File: config.mk
export PLATFORM = sky130hd
export DESIGN_NAME = card_guard_monitor
export DESIGN_NICKNAME = d
export VERILOG_FILES = /design/src/rtl/cgm_pkg.sv /design/src/rtl/cgm_window_timer.sv /design/src/rtl/cgm_guard_flag.sv /design/src/rtl/cgm_frame_check.sv /design/src/rtl/card_guard_monitor.sv
export SDC_FILE = /design/constraint.sdc
export NUM_CORES = 1
export LEC_CHECK = 0
export ABC_AREA = 1
export BUFFER_PORTS_ARGS = -buffer_cell sky130_fd_sc_hd__buf_2
export CAP_MARGIN = 20
export CORE_UTILIZATION = 56
export CTS_CLUSTER_SIZE = 24
export DETAILED_ROUTE_END_ITERATION = 8
export PLACE_DENSITY_LB_ADDON = 0.1
export SETUP_SLACK_MARGIN = 0.02
export SLEW_MARGIN = 30
export SYNTH_ARGS = -nofsm -noshare
export SYNTH_HDL_FRONTEND = slang
export SYNTH_HIERARCHICAL = 1
export SYNTH_SLANG_ARGS = --single-unit
File: constraint.sdc
create_clock -name clk -period 1.5 [get_ports clk]
set_input_delay 0.3 -clock clk [delete_from_list [all_inputs] [get_ports clk]]
set_output_delay 0.3 -clock clk [all_outputs]
set_load 0.02 [all_outputs]
File: src/rtl/cgm_pkg.sv
package cgm_pkg;

    // Quarter ticks that make up one elementary time unit
    localparam int unsigned QTR_PER_ETU = 4;

    // Default guard window in ETUs
    localparam int unsigned GUARD_ETU_DEF = 22;

    // Default framing sample point in quarter ticks (10.25 ETU)
    localparam int unsigned FRAME_QTR_DEF = 41;

    // Window timer state
    typedef enum logic {
        TMR_IDLE = 1'b0,
        TMR_RUN  = 1'b1
    } tmr_state_e;

    // Flags reported by the monitor
    typedef struct packed {
        logic guard_ok;
        logic frame_err;
    } cgm_flags_t;

    // Convert an ETU count into quarter ticks
    function automatic int unsigned etu_to_qtr(input int unsigned etu);
        return etu * QTR_PER_ETU;
    endfunction

endpackage

File: src/rtl/cgm_window_timer.sv
module cgm_window_timer
    import cgm_pkg::*;
#(
    parameter int unsigned LIMIT = 88
) (
    input  logic clk,
    input  logic rst,
    input  logic restart,
    input  logic tick,
    output logic expire
);
    localparam int unsigned CW   = $clog2(LIMIT + 1);
    localparam logic [CW-1:0] LAST = CW'(LIMIT - 1);

    tmr_state_e    state;
    logic [CW-1:0] cnt;
    logic          at_last;

    assign at_last = (cnt == LAST);
    // The expiring tick is the LIMIT-th tick counted after the restart
    assign expire  = (state == TMR_RUN) && tick && !restart && at_last;

    always_ff @(posedge clk) begin
        if (rst) begin
            state <= TMR_IDLE;
            cnt   <= '0;
        end else if (restart) begin
            // A tick in the restart cycle is deliberately not counted
            state <= TMR_RUN;
            cnt   <= '0;
        end else if (state == TMR_RUN && tick) begin
            if (at_last) begin
                state <= TMR_IDLE;
                cnt   <= '0;
            end else begin
                cnt <= cnt + 1'b1;
            end
        end
    end
endmodule

File: src/rtl/cgm_guard_flag.sv
module cgm_guard_flag (
    input  logic clk,
    input  logic rst,
    input  logic start_bit,
    input  logic window_done,
    output logic guard_ok
);
    always_ff @(posedge clk) begin
        if (rst) begin
            guard_ok <= 1'b0;
        end else if (start_bit) begin
            guard_ok <= 1'b0;
        end else if (window_done) begin
            guard_ok <= 1'b1;
        end
    end
endmodule

File: src/rtl/cgm_frame_check.sv
module cgm_frame_check (
    input  logic clk,
    input  logic rst,
    input  logic sample_now,
    input  logic io_level,
    input  logic status_rd,
    output logic frame_err
);
    logic bad_frame;

    // The line must be released high at the sample point
    assign bad_frame = sample_now && !io_level;

    always_ff @(posedge clk) begin
        if (rst) begin
            frame_err <= 1'b0;
        end else if (bad_frame) begin
            // A new error takes priority over a clearing read
            frame_err <= 1'b1;
        end else if (status_rd) begin
            frame_err <= 1'b0;
        end
    end
endmodule

File: src/rtl/card_guard_monitor.sv
module card_guard_monitor
    import cgm_pkg::*;
#(
    parameter int unsigned GUARD_ETU = GUARD_ETU_DEF,
    parameter int unsigned FRAME_QTR = FRAME_QTR_DEF
) (
    input  logic clk,
    input  logic rst,
    input  logic start_bit,
    input  logic qtr_tick,
    input  logic io_level,
    input  logic status_rd,
    output logic guard_ok,
    output logic frame_err
);
    localparam int unsigned GUARD_QTR = etu_to_qtr(GUARD_ETU);

    logic       guard_expire;
    logic       frame_expire;
    cgm_flags_t flags;

    cgm_window_timer #(.LIMIT(GUARD_QTR)) u_guard_tmr (
        .clk     (clk),
        .rst     (rst),
        .restart (start_bit),
        .tick    (qtr_tick),
        .expire  (guard_expire)
    );

    cgm_window_timer #(.LIMIT(FRAME_QTR)) u_frame_tmr (
        .clk     (clk),
        .rst     (rst),
        .restart (start_bit),
        .tick    (qtr_tick),
        .expire  (frame_expire)
    );

    cgm_guard_flag u_guard (
        .clk         (clk),
        .rst         (rst),
        .start_bit   (start_bit),
        .window_done (guard_expire),
        .guard_ok    (flags.guard_ok)
    );

    cgm_frame_check u_frame (
        .clk        (clk),
        .rst        (rst),
        .sample_now (frame_expire),
        .io_level   (io_level),
        .status_rd  (status_rd),
        .frame_err  (flags.frame_err)
    );

    assign guard_ok  = flags.guard_ok;
    assign frame_err = flags.frame_err;
endmodule

Word-level counts from Yosys, hierarchy flattened
Index checks and enable logic that the tools add are counted.
{"block": "totals", "reg_bits": 17, "in_bits": 6, "output_inout_bits": 2, "elab_cells": 37}
{"block": "op_classes", "add_sub_neg": 2, "eq_ne": 2, "muxes": 10, "reduce_logical": 17}
{"op": "2-bit nonzero test", "count": 5}
{"op": "1-bit two-way mux", "count": 8}
{"op": "7-bit by 1-bit adder with 7-bit output (second input constant)", "count": 1}
{"op": "7-bit equality test (second input constant)", "count": 1}
{"op": "1-bit logical AND", "count": 7}
{"op": "7-bit two-way mux", "count": 1}
{"op": "6-bit by 1-bit adder with 6-bit output (second input constant)", "count": 1}
{"op": "6-bit equality test (second input constant)", "count": 1}
{"op": "6-bit two-way mux", "count": 1}
{"op": "2-bit AND reduction", "count": 2}
{"op": "1-bit logical NOT", "count": 2}
{"op": "2-bit OR reduction", "count": 1}

Longest topological paths before layout
Gate-level depths: netlist of run 1.
{"block": "logic_depth", "ltp_word": 5, "ltp_mapped": 8, "ltp_nobuf": 8}

Modules after synthesis
The synthesis of run 1 kept the hierarchy.
{"mod": "cgm_window_timer (u_guard_tmr)", "instances": 1, "cells_each": 61, "area_per_inst_um2": 435.4, "seq_area_each_um2": 160.2}
{"mod": "cgm_window_timer (u_frame_tmr)", "instances": 1, "cells_each": 52, "area_per_inst_um2": 389.1, "seq_area_each_um2": 140.1}
{"mod": "cgm_frame_check", "instances": 1, "cells_each": 6, "area_per_inst_um2": 43.8, "seq_area_each_um2": 20.0}
{"mod": "cgm_guard_flag", "instances": 1, "cells_each": 6, "area_per_inst_um2": 38.8, "seq_area_each_um2": 20.0}

Worst setup path before layout of run 1
OpenSTA, ideal clock, no wires.
{"block": "synth_path", "path_kind": "reg2reg", "startpoint": "register u_frame_tmr.cnt[0]", "endpoint": "register u_frame.frame_err", "setup_time_ns": 0.066, "arrival_ns": 1.016, "required_ns": 1.434, "path_slack_ns": 0.418, "stages_incl_launch_ff": 9, "path_buffers": 0, "period_less_slack_ns": 1.082, "path_cell_list": "dfxtp_1 > inv_1 > ha_1 > nand2_1 > inv_1 > nand3_1 > nor2_1 > nand2_1 > a21oi_2"}
{"block": "synth_via", "elab_chain_cells": 4, "word_cells_on_any_way": 5, "cone_classes": "eq/ne (1); mux (1); reduce/logical (3)"}
{"element": "start: declaration", "line": "cgm_window_timer.sv:16", "source": "logic [CW-1:0] cnt;"}
{"element": "start signal: assignment", "line": "cgm_window_timer.sv:36", "source": "cnt <= cnt + 1'b1;"}
{"element": "6-bit equality test *", "line": "cgm_window_timer.sv:19", "source": "assign at_last = (cnt == LAST);"}
{"element": "1-bit logical AND *", "line": "cgm_window_timer.sv:21", "source": "assign expire = (state == TMR_RUN) && tick && !restart && at_last;"}
{"element": "named net frame_expire", "line": "card_guard_monitor.sv:19", "source": "logic frame_expire;"}
{"element": "1-bit logical AND *", "line": "cgm_frame_check.sv:12", "source": "assign bad_frame = sample_now && !io_level;"}
{"element": "1-bit two-way mux / 2-bit nonzero test (equally long branches)"}
{"element": "end signal: assignment", "line": "cgm_frame_check.sv:16", "source": "frame_err <= 1'b0;"}
{"element": "end signal: assignment", "line": "cgm_frame_check.sv:19", "source": "frame_err <= 1'b1;"}
{"element": "end signal: assignment", "line": "cgm_frame_check.sv:21", "source": "frame_err <= 1'b0;"}
{"element": "end: declaration", "line": "cgm_frame_check.sv:7", "source": "output logic frame_err"}
The timed path passes the listed nets; every way through them passes the cells marked *.
A chain may end at the register's enable or synchronous reset.

Final worst setup path of run 1
Ends and elaborated chain as after synthesis.

==> results of run 1 <==
-- Yosys cell counts --
| master | number |
|---|---|
| nand2_4 | 2 |
| dfxtp_1 | 17 |
| nand2_1 | 23 |
| nor2_2 | 2 |
| inv_1 | 21 |
| mux2i_1 | 1 |
| nor3_2 | 1 |
| nand2_2 | 3 |
| nand3_2 | 1 |
| xor2_1 | 2 |
| a21oi_2 | 1 |
| nand3b_1 | 1 |
| nor2_4 | 4 |
| o21bai_1 | 1 |
| o21ai_0 | 2 |
| a31oi_1 | 2 |
| inv_2 | 2 |
| o21ai_1 | 1 |
| nand3_1 | 8 |
| xnor2_1 | 1 |
| nand4_1 | 3 |
| a21oi_1 | 4 |
| nor2_1 | 19 |
| ha_1 | 3 |
-- state kept, by name, indices dropped and copies added, names as in the netlist --
register / count
u_guard_tmr/state: 1
u_frame_tmr/state: 1
u_frame/frame_err: 1
u_frame_tmr/cnt: 6
u_guard_tmr/cnt: 7
u_guard/guard_ok: 1
-- worst paths after layout --
kind | start | endpoint | slack (ns) | depth (start not counted)
setup / recovery | u_frame_tmr/cnt[0] | u_frame/frame_err | 0.30 | 8
setup reg to reg | u_frame_tmr/cnt[0] | u_frame/frame_err | 0.30 | 8
hold / removal | rst | u_frame/frame_err | 0.24 | 2
hold reg to reg | u_guard/guard_ok | u_guard/guard_ok | 0.48 | 2
-- routing by layer --
layer	part of all wire [%]	global-route usage, %
met5	0	0
met4	0	3.75
met2	44	31.7
met3	3.5	4.31
met1	53	26.8
-- through the flow --
step                power, mW  hold slack (ns)
detailed placement      0.529            0.469
floorplan               0.508            0.362
CTS                     0.767            0.238
finish                  0.756            0.240
global route            0.794            0.236
global placement        0.527            0.462
-- final cells by class --
| cell class | instances | area share [%] |
|---|---|---|
| well taps | 16 | 2.03 |
| inverters | 23 | 8.73 |
| repair buffers | 7 | 3.54 |
| clock buffers | 4 | 2.66 |
| multi-input cells | 85 | 48.6 |
| flip-flops and latches | 17 | 34.4 |
-- logic make-up after synthesis --
logic type | Yosys count
AO/OA/AOI/OAI | 11
XOR/XNOR | 3
adder cells (fa/ha/maj) | 3
buffers and inverters | 23
flip-flops | 17
multiplexers | 1
AND/OR/NAND/NOR | 67
-- critical path, delay by kind of cell (launching register included) --
kind | cells | cell delay, ns
AO/OA/AOI/OAI | 1 | 0.10
adder cells (fa/ha/maj) | 1 | 0.16
buffers and inverters | 2 | 0.20
flip-flops | 1 | 0.35
AND/OR/NAND/NOR | 4 | 0.35
-- power by group through the flow --
stage,clock (mW),sequential [mW],combinational (mW)
3_3_place_gp,0,0.474,0.0534
3_5_place_dp,0,0.474,0.0547
4_1_cts,0.249,0.463,0.0551
6_report,0.238,0.463,0.0549
5_1_grt,0.268,0.464,0.0622
2_1_floorplan,0,0.473,0.0356
==> run metrics, run 1 <==
clock skew 0.00118 ns; Mean Syn Cell Area 7.26 um^2; Synth Area in Adders 4.14%; commonest non-fill, non-tap cell in the layout nand2_1; clk sink count 17; Post-route DRC 0; Pleak 0.461 nW; Num CTS Buffers 3; die width 42.2 um; worst vdd rail ir drop 0.000551 V; Synth Area in Compound Gates 7.03%; dominant cell type by area after synthesis dfxtp_1; footprint of the multi-input gates 480 um^2; num ports 8; Net Count, Synth 134; PortBufs 7; count of cells resized by post-cts repair 0; Fin. Hold Viols 0; number of routed nets with antenna violations 0; cells after synthesis 125; Final Util 65.6%; Clk pwr share 31.5%; Clk Latency, worst-skew pair 0.28 ns; power per cell area 765 nW/um^2; Critical Setup Path Class register to register; TritonCTS clock tree done; Post-Layout Inst Area 988 um^2; area occupied by registers 340 um^2; fin. max-slew vios 0; final net count 146; Hold Crit Class input port to register; unrepaired setup endpoints after global routing no; number of global-route vias before repair 697; Worst EP arrival 1.43 ns; Crit. End Element register; final setup margin 0.297 ns; Comb power frac 7.3%; first-pass GRT wire length 2760 um; initial antenna violation count 0; slowest CP cell dfxtp_1; share of layout cells above drive strength 1 19.1%; Synth Area in XOR/XNOR 2.90%; Starting Density 60.2%; Tcrit/Tclk final 80.2%; Layout area overhead 8.97%; status complete, no violations; Synth cell types 24; largest family of logic cells by synthesized area simple AND/OR/NAND/NOR gates; Area after DPL 962 um^2; post-CTS setup buffers 0; via count 777; number of antenna diodes 0; Non-Filler Instances 152; die area 1780 um^2; Worst-path clk slew 0.09 ns; P_sw 0.177 mW; Clock Tree Root clkbuf_4; initial DRC count 10; Max Cap Violations 0; Routability Congestion 0.777; critical path cell sequence inv_1 -> ha_1 -> nand2_1 -> inv_1 -> nand3_1 -> nor2_1 -> nand2_1 -> a21oi_2; Placed Cells 148; CTS H-tree lvls 1; Area contributors post-synth dfxtp_1 (38%), nand2_1 (9.5%), inv_1 (8.7%); Sw Share 23.4%; clk buf depth 2; die height 42.2 um; Largest stage delay, worst path 0.35 ns; sequential power share 61.3%; Worst Tran Pin Value 0.286 ns; clock period minus worst slack 1.20 ns; most frequent cells in the layout nand2_1 (23), inv_1 (21), nor2_1 (19), dfxtp_1 (17), nand3_1 (8); largest net degree at the start of global routing 10; Yosys reg bits 17; post-DP HPWL 1170 um; mux share of post-synthesis cell area 1.10%; GR Util All Layers 19.5%; headroom to the max-slew limit 80.8%; Pre-antenna DRT Iters 4; Via density 5.11; post-synthesis simple-gate area fraction 37.8%; sequential area share after synthesis 37.5%; # setup viols final 0; site row count 14; aggregate routed wire length 1530 um; Max Fclk 0.831 GHz; CTS Hold Bufs 0; Core Area 1510 um^2; CP startpoint kind register; P_int 0.580 mW; final-layout fill cell count 146; Crit Path Max Fanout 3; Post-Synthesis Cell Area 907 um^2; top-area cell type share of the netlist area 37.5%; WL per Instance 10.0 um; pre-CTS setup slack 0.324 ns; WP data required 1.72 ns; Overflow after GRT 0; setup TNS 0 ns; Syn. warnings 6
Power figures use the tool's default switching activity.
==> run 2: changes to the inputs <==
- ABC_AREA: 1 -> 0
- CORE_UTILIZATION: 56 -> 55
- clock period: 1.5 -> 1.2 ns (I/O delays scaled with it)
==> run metrics, run 2 <==
number of routed nets with antenna violations 0; Tcrit/Tclk final 107%; max reg flops 7; Crit Path Max Fanout 5; most frequent cells in the layout dfxtp_1 (12), buf_4 (11), nor2_1 (9), nand2_1 (8), buf_2 (7); Crit. End Element register; clock period minus worst slack 1.29 ns; sequential area share after synthesis 40.2%; Hold Crit Class input port to register; Critical Setup Path Class register to register; headroom to the max-slew limit 82.4%; Post-route DRC 0; initial DRC count 11; pre-CTS setup slack -0.0555 ns; cells after synthesis 97; first-pass GRT wire length 2550 um; Worst Tran Pin Value 0.263 ns; number of global-route vias before repair 576; EDFF count, synth 0; synth cell count leaders dfxtp_1 (17), nand2_1 (9), nor2_1 (9); aggregate routed wire length 1730 um; Worst-path clk slew 0.10 ns; critical path cell sequence ha_4 -> and4_4 -> nand4b_1 -> nor2_1 -> nor2_1 -> nor3_2; Top FF cell, synth dfxtp_1; Max Cap Violations 0; largest net degree at the start of global routing 11; dominant cell type by area after synthesis dfxtp_1; Largest stage delay, worst path 0.37 ns; final setup margin -0.0885 ns; Starting Density 61.9%; Synth async-reset ratio 0%; largest register by flop count u_guard_tmr/cnt; site row count 13; final net count 128; failing checks negative setup slack; commonest non-fill, non-tap cell in the layout dfxtp_1; Layout area overhead 28.1%; Mean Syn Cell Area 8.72 um^2; clock skew 0.00560 ns; final-layout fill cell count 97; Fin. Hold Viols 0; met3 capacity usage during global routing 4.89%; Core Area 1370 um^2; Num CTS Buffers 3; Yosys reg bits 17; worst vdd rail ir drop 0.000887 V; cell mode on critical path nor2_1; Pleak 0.377 nW; initial antenna violation count 0; Pre-antenna DRT Iters 4; overall power 0.984 mW; Max Fclk 0.776 GHz; die height 41.2 um; num ports 8; CP delay by family, top simple AND/OR/NAND/NOR gates; PortBufs 7; worst path buffer plus inverter count 0; unrepaired setup endpoints after global routing yes; top-area cell type share of the netlist area 40.2%; die area 1700 um^2; clk buf depth 2; post-DP HPWL 1210 um; slowest CP cell dfxtp_2; Overflow after GRT 0; number of antenna diodes 0; # setup viols final 14; power per cell area 908 nW/um^2; Net Count, Synth 106; WP data required 1.43 ns; CP startpoint kind register; GR Layer Usage met2 32.8%; Area contributors post-synth dfxtp_1 (40%), ha_1 (4.4%), nand3_1 (4.1%); Worst EP arrival 1.52 ns; status finished with violations; via count 734; met1 GRT Util 33.9%; Post-Synthesis Cell Area 846 um^2; Routability Congestion 0.734; most common cell in the netlist dfxtp_1; Non-Filler Instances 133; Syn. warnings 6; GR Util All Layers 23.7%; Regs by FF count u_guard_tmr/cnt x7, u_frame_tmr/cnt x6; share of layout cells above drive strength 1 40.7%; CTS H-tree lvls 1; TritonCTS clock tree done; Via density 5.52; WL per Instance 13.0 um; clk sink count 17; fin. max-slew vios 0; Clock Tree Root clkbuf_4; busiest grt layer met1; Clk Latency, worst-skew pair 0.29 ns; Synth cell types 33; die width 41.2 um; Placed Cells 128
run 2: cell count changes in the layout (fill, tap and decap cells not counted), sizes merged, moves of 5 or more:
cell	change
buf	+11
nand2	-19
nor2	-16
inv	-18
nor3	+5
run 2: power breakdown:
part	total [mW]	switching, mW	internal [mW]	leakage (nW)
clock	0.314	0.185	0.129	0.0150
combinational	0.0837	0.0447	0.0391	0.222
sequential	0.585	0.0122	0.573	0.140
run 2: tightest hold or removal path, stage by stage:
cell      delay [ns]
buf_2           0.07
nand2b_1        0.10
a21oi_2         0.05
run 2: layout make-up:
| type | instances | area, um^2 | area share (%) |
|---|---|---|---|
| Sequential cell | 17 | 347 | 32.0 |
| Inverter | 5 | 18.8 | 1.73 |
| Clock buffer | 4 | 26.3 | 2.42 |
| Timing Repair Buffer | 18 | 118 | 10.9 |
| Multi-Input combinational cell | 74 | 556 | 51.3 |
| Tap cell | 15 | 18.8 | 1.73 |
run 2: cells by family (layout without fill, tap and decap cells):
group,after synthesis,in the layout,synth area share [%]
AND/OR/NAND/NOR,48,48,32.8
AO/OA/AOI/OAI,17,17,13.6
flip-flops,17,17,40.2
XOR/XNOR,6,6,6.21
buffers and inverters,6,27,2.66
adder cells (fa/ha/maj),3,3,4.44
run 2: stage by stage:
stage                     cell area [um^2]  hold slack [ns]  utilization, %  setup TNS, ns
after floorplan                        877            0.302               -        -0.0326
after global placement                1000            0.475            73.4         -0.182
after detailed placement              1000            0.477            73.4         -0.381
after CTS                             1060            0.201            77.3         -0.202
after global routing                  1080            0.224            79.3          -1.36
final                                 1080            0.201            79.3         -0.438
run 2: what timing repair did:
action / CTS / global route
setup endpoints to repair: 15 / 15
pin swaps: 7 / 4
resized for setup: 7 / 5
setup buffers: 0 / 1
hold buffers: 0 / 0
run 2: layer usage:
layer / vias to the layer above / routed length [um]
li1: 381 / -
met5: - / 0
met1: 333 / 887
met2: 16 / 761
met4: 0 / 27
met3: 4 / 49
run 2: final timing paths:
check,slack [ns],startpoint,end,depth (start not counted)
min,0.20,io_level,u_frame/frame_err,3
max reg2reg,-0.09,u_guard_tmr/cnt[0],u_guard/guard_ok,6
min reg2reg,0.49,u_frame/frame_err,u_frame/frame_err,2
max,-0.09,u_guard_tmr/cnt[0],u_guard/guard_ok,6
